--- config.mk ---
export PLATFORM = sky130hd
export DESIGN_NAME = esb_src
export DESIGN_NICKNAME = d
export VERILOG_FILES = /design/src/rtl/esb_pkg.sv /design/src/rtl/esb_ctrl.sv /design/src/rtl/esb_dp.sv /design/src/rtl/esb_src.sv
export SDC_FILE = /design/constraint.sdc
export NUM_CORES = 1
export LEC_CHECK = 0
export CAP_MARGIN = 20
export CORE_AREA = 2 2 39 41
export CTS_CLUSTER_SIZE = 20
export DETAILED_ROUTE_END_ITERATION = 12
export DIE_AREA = 0 0 41 43
export DONT_BUFFER_PORTS = 1
export PLACE_DENSITY = 0.72
export SLEW_MARGIN = 20
export SYNTH_ARGS = -nofsm -noshare
export SYNTH_HDL_FRONTEND = slang
export SYNTH_SLANG_ARGS = --single-unit
--- constraint.sdc ---
create_clock -name clk -period 2.6 [get_ports clk]
set_input_delay 0.26 -clock clk [delete_from_list [all_inputs] [get_ports clk]]
set_output_delay 0.26 -clock clk [all_outputs]
set_load 0.02 [all_outputs]
--- src/rtl/esb_pkg.sv ---
package esb_pkg;

  // Page offsets that select an operation (bits above 11 must be zero)
  localparam logic [11:0] OFF_LD_EOI   = 12'h000;
  localparam logic [11:0] OFF_ST_EOI   = 12'h400;
  localparam logic [11:0] OFF_UNMASK   = 12'hC00;
  localparam logic [11:0] OFF_MASK     = 12'hD00;

  typedef enum logic [2:0] {
    OP_NONE,
    OP_SET00,
    OP_SET01,
    OP_QUERY,
    OP_STEOI,
    OP_TRIG
  } esbOp_e;

  // Strobes from control to datapath
  typedef struct packed {
    esbOp_e op;
    logic   isLoad;
    logic   fire;
  } esbStrobe_t;

  // Trigger applied to a state: {notify, newState}
  function automatic logic [2:0] pqTrigger(input logic [1:0] pq);
    case (pq)
      2'b00:   return {1'b1, 2'b10};
      2'b01:   return {1'b0, 2'b01};
      default: return {1'b0, 2'b11};
    endcase
  endfunction

endpackage

--- src/rtl/esb_ctrl.sv ---
module esb_ctrl
  import esb_pkg::*;
#(
  parameter int OFF_W    = 12,
  parameter bit IS_LEVEL = 1'b0
) (
  input  logic             clk,
  input  logic             rstN,
  input  logic             reqValid,
  input  logic             reqWrite,
  input  logic             reqPage,
  input  logic [OFF_W-1:0] reqOffset,
  input  logic             lvlIn,
  output esbStrobe_t       strb
);

  localparam logic [OFF_W-1:0] LD_EOI = OFF_W'(OFF_LD_EOI);
  localparam logic [OFF_W-1:0] ST_EOI = OFF_W'(OFF_ST_EOI);
  localparam logic [OFF_W-1:0] UNMSK  = OFF_W'(OFF_UNMASK);
  localparam logic [OFF_W-1:0] MSK    = OFF_W'(OFF_MASK);

  logic   lvlQ;
  logic   lineEdge;
  logic   isEoi;
  esbOp_e opSel;

  always_ff @(posedge clk) begin
    if (!rstN) lvlQ <= 1'b0;
    else       lvlQ <= lvlIn;
  end

  assign lineEdge = lvlIn & ~lvlQ;

  // Address and direction decode
  always_comb begin
    opSel = OP_NONE;
    if (reqValid) begin
      if (!reqPage) begin
        if (!reqWrite) begin
          if (reqOffset == LD_EOI || reqOffset == UNMSK) opSel = OP_SET00;
          else if (reqOffset == MSK)                     opSel = OP_SET01;
          else                                           opSel = OP_QUERY;
        end else if (reqOffset == ST_EOI) begin
          opSel = OP_STEOI;
        end
      end else begin
        if (!reqWrite) opSel = OP_QUERY;
        else           opSel = IS_LEVEL ? OP_NONE : OP_TRIG;
      end
    end
  end

  assign isEoi = (opSel == OP_SET00) || (opSel == OP_STEOI);

  always_comb begin
    strb.op     = opSel;
    strb.isLoad = reqValid & ~reqWrite;
    strb.fire   = IS_LEVEL & (lineEdge | (isEoi & lvlIn));
  end

endmodule

--- src/rtl/esb_dp.sv ---
module esb_dp
  import esb_pkg::*;
#(
  parameter int              RD_W     = 8,
  parameter int              NOTE_W   = 3,
  parameter int              SRC_ID_W = 8,
  parameter logic [SRC_ID_W-1:0] SRC_ID = '0
) (
  input  logic                clk,
  input  logic                rstN,
  input  esbStrobe_t          strb,
  input  logic                notifReady,
  output logic                rspValid,
  output logic [RD_W-1:0]     rspData,
  output logic                notifValid,
  output logic [SRC_ID_W-1:0] notifId,
  output logic [1:0]          pqNow
);

  localparam logic [NOTE_W-1:0] CNT_MAX = '1;

  logic [1:0]        pqQ;
  logic [1:0]        pqOp;
  logic [1:0]        pqNext;
  logic              noteOp;
  logic              noteFire;
  logic              owed;
  logic              pop;
  logic [NOTE_W-1:0] cntQ;
  logic [2:0]        trigA;
  logic [2:0]        trigB;

  // Stage 1: the request's operation
  always_comb begin
    trigA  = pqTrigger(pqQ);
    pqOp   = pqQ;
    noteOp = 1'b0;
    case (strb.op)
      OP_SET00: pqOp = 2'b00;
      OP_SET01: pqOp = 2'b01;
      OP_STEOI: begin
        if (pqQ[0]) begin
          pqOp   = 2'b10;
          noteOp = 1'b1;
        end else begin
          pqOp   = 2'b00;
        end
      end
      OP_TRIG: {noteOp, pqOp} = trigA;
      default: pqOp = pqQ;
    endcase
  end

  // Stage 2: line trigger on the result of stage 1
  always_comb begin
    trigB = pqTrigger(pqOp);
    if (strb.fire) {noteFire, pqNext} = trigB;
    else           {noteFire, pqNext} = {1'b0, pqOp};
  end

  assign owed = noteOp | noteFire;
  assign pop  = notifValid & notifReady;

  always_ff @(posedge clk) begin
    if (!rstN) begin
      pqQ      <= 2'b00;
      cntQ     <= '0;
      rspValid <= 1'b0;
      rspData  <= '0;
    end else begin
      pqQ      <= pqNext;
      rspValid <= strb.isLoad;
      rspData  <= strb.isLoad ? RD_W'(pqQ) : '0;
      if (owed && !pop && cntQ != CNT_MAX) cntQ <= cntQ + 1'b1;
      else if (!owed && pop)               cntQ <= cntQ - 1'b1;
    end
  end

  assign notifValid = (cntQ != '0);
  assign notifId    = SRC_ID;
  assign pqNow      = pqQ;

endmodule

--- src/rtl/esb_src.sv ---
module esb_src
  import esb_pkg::*;
#(
  parameter int              OFF_W    = 12,
  parameter int              RD_W     = 8,
  parameter int              NOTE_W   = 3,
  parameter int              SRC_ID_W = 8,
  parameter logic [SRC_ID_W-1:0] SRC_ID = 8'h2A,
  parameter bit              IS_LEVEL = 1'b0
) (
  input  logic                clk,
  input  logic                rstN,
  input  logic                reqValid,
  input  logic                reqWrite,
  input  logic                reqPage,
  input  logic [OFF_W-1:0]    reqOffset,
  input  logic                lvlIn,
  output logic                rspValid,
  output logic [RD_W-1:0]     rspData,
  output logic                notifValid,
  input  logic                notifReady,
  output logic [SRC_ID_W-1:0] notifId
);

  esbStrobe_t strb;
  logic [1:0] pqNow;

  esb_ctrl #(.OFF_W(OFF_W), .IS_LEVEL(IS_LEVEL)) u_ctrl (
    .clk(clk), .rstN(rstN), .reqValid(reqValid), .reqWrite(reqWrite),
    .reqPage(reqPage), .reqOffset(reqOffset), .lvlIn(lvlIn), .strb(strb)
  );

  esb_dp #(.RD_W(RD_W), .NOTE_W(NOTE_W), .SRC_ID_W(SRC_ID_W), .SRC_ID(SRC_ID)) u_dp (
    .clk(clk), .rstN(rstN), .strb(strb), .notifReady(notifReady),
    .rspValid(rspValid), .rspData(rspData), .notifValid(notifValid),
    .notifId(notifId), .pqNow(pqNow)
  );

endmodule

==> results.md <==
* # hold bufs at CTS at 0
* Clock buffer depth at 2
* Max VDD drop at 0.390 mV
* Inst Count DP at 91
* First-pass GRT wire length at 1.56 mm
* CP required at 2.78 ns
* Drt drc at 0
* Htree depth at 1
* Yosys reg bits at 8
* Synth top area cells: dfxtp_1 (24%), buf_4 (16%), mux2i_1 (7.5%)
* CP Data Arrival Time at 2.38 ns
* Clk_lat worst skew at 0.25 ns
* Syn_area_per_cell at 8.57 µm²
* Port bufs at 0
* Cells after Synth at 78
* Nets at 100
* # IOs at 37
* Pwr/cell area at 702 mW/mm²
* Die Ht at 43 µm
* MaxCap Viol Count at 0
* Area Overhead vs Synth at -3.18%
* Inserted Clock Buffers at 3
* Clock net sink count at 8
* Antenna violations before repair at 0
* GPL Wtd Cong at 0.805
* Via count at 488
* Synth top area share at 24.0%
* WL/cell at 10.6 µm
* Total wire length at 998 µm
* Ant diodes at 0
* Post-route setup TNS at 0 ns
* Post-route ant nets at 0
* Seq/Total Area, Yosys at 24.0%
* Postcts setup bufs at 0
* Setup CP Type: in -> reg
* Fill cell count at 149
* CTS tree: built
* DR iter-0 viols at 17
* Min-Delay Path Class: in -> reg
* CP Capture Type: register
* Number of global-route vias before repair at 364
* Vias per cell at 5.19
* Hold Fails Final Rpt at 0
* Final setup viols at 0
* Commonest cells after routing, fill and taps aside: conb_1 (14), dfxtp_1 (8), nand2_1 (7), mux2i_1 (5), nand2b_1 (4)
* Cell Count, Final, Fillers Out at 94
* TritonRoute pass-1 iters at 4
* RSZ-0062 raised after global routing: false
* Leak at 0.262 nW
* Starting Density at 48.3%
* Most common library cell in the layout ignoring fill and taps: conb_1
* Post-layout util at 46.7%
* Core box area at 0.00138 mm²
* Clock root buffer: clkbuf_4
* Congestion Overflow GR at 0
* Post-synth cell types at 34
* Status: finished clean
* Setup Skew at 0.00147 ns
* Post-CTS sizing at 0
* Final Cycle Share at 84.6%
* Worst-path fanout max at 4
* Hpwl dp at 823 µm
* Site row count at 14
* Largest net degree at the start of global routing at 12
* Clock transition at path regs at 0.05 ns
* Min cycle time layout at 2.20 ns
* Max-slew violations at 0
* Synthesized area at 668 µm²
* Synth area leader: dfxtp_1
* YS warnings at 0
* Critical path startpoint category: input port
* Max Freq at 454 MHz
* Layout cell share with drive strength beyond 1 at 11.5%
* Total GRT Usage at 13.2%
* Die area at 0.00176 mm²
* Chip width at 41 µm
-- synthesized netlist by cell type (all sizes together) --
| master | instances |
|---|---|
| o41ai | 1 |
| mux2i | 5 |
| conb | 2 |
| nor2 | 3 |
| nand3b | 1 |
| nand2 | 7 |
| xor2 | 1 |
| buf | 14 |
| a31oi | 2 |
| dfxtp | 8 |
| a21oi | 2 |
| and3 | 2 |
| or3 | 1 |
| clkbuf | 1 |
| nor3 | 2 |
| o211ai | 2 |
| o2bb2ai | 1 |
| o22ai | 1 |
| nand3 | 2 |
| nor4 | 1 |
| inv | 1 |
| nor2b | 1 |
| o21ba | 1 |
| o21a | 2 |
| nand4b | 1 |
| fa | 1 |
| and2 | 3 |
| o21ai | 2 |
| and2b | 1 |
| nand4 | 1 |
| nand2b | 4 |
| a21o | 1 |
-- path summary, 6_finish.rpt --
| path | to | cells past startpoint | slack (ns) | start |
|---|---|---|---|---|
| max | u_dp.cntQ[2] | 10 | 0.40 | reqOffset[9] |
| min | u_dp.pqNow[0] | 1 | 0.13 | rstN |
| max reg2reg | u_dp.cntQ[2] | 9 | 0.56 | u_dp.pqNow[0] |
| min reg2reg | u_dp.cntQ[2] | 2 | 0.50 | u_dp.cntQ[2] |
-- registers in the layout, summed over array words and instances, names as in the netlist --
signal	flops
u_dp.rspData	2
u_dp.cntQ	3
u_dp.rspValid	1
u_dp.pqNow	2
-- worst max-delay path: stages --
cell	delay [ns]
nor3_1	0.28
nand3_2	0.14
o41ai_4	0.38
a31oi_1	0.15
nor2_2	0.21
nand2_1	0.09
fa_1	0.38
nand2b_1	0.15
mux2i_1	0.16
mux2i_1	0.19
-- power breakdown --
part	internal (mW)	total [mW]	leakage [nW]	switching (mW)
Combinational	0.0792	0.187	0.183	0.107
Sequential	0.147	0.177	0.0652	0.0303
Clock	0.0525	0.0904	0.0138	0.0379
-- logic make-up (layout without fill, tap and decap cells) --
logic type | Yosys count | after routing | share of synthesized area, %
fa+ha+maj | 1 | 1 | 3.00
simple gates | 30 | 30 | 27.9
buf+inv | 16 | 4 | 16.9
xor+xnor | 1 | 1 | 1.31
mux | 5 | 5 | 7.49
other cells | 2 | 14 | 1.12
compound gates | 15 | 15 | 18.4
flops | 8 | 8 | 24.0
-- metal layers --
| metal | up-vias | global-route usage [%] | share of wire (%) |
|---|---|---|---|
| met5 | - | 0 | 0 |
| met4 | 0 | 2.00 | 0 |
| li1 | 245 | - | - |
| met2 | 23 | 17.2 | 49 |
| met1 | 220 | 17.2 | 39 |
| met3 | 0 | 10.5 | 12 |
-- layout make-up --
type                    count  area (µm²)  area share, %
multi-input cells          66         440           68.1
clock buffers               3        22.5           3.48
well taps                  16        20.0           3.09
flip-flops and latches      8         160           24.8
inverters                   1        3.75          0.580
-- metrics by stage --
| stage | cell area [µm²] | hold WS, ns | worst slack, ns | power, mW |
|---|---|---|---|---|
| final | 647 | 0.128 | 0.400 | 0.454 |
| after global routing | 647 | 0.105 | 0.189 | 0.500 |
| after CTS | 647 | 0.122 | 0.386 | 0.460 |
| after detailed placement | 624 | 0.386 | 0.126 | 0.365 |
| after global placement | 624 | 0.382 | 0.178 | 0.358 |
| after floorplan | 713 | 0.415 | 0.302 | 0.360 |
No activity file was read; power rests on OpenSTA's default activity.
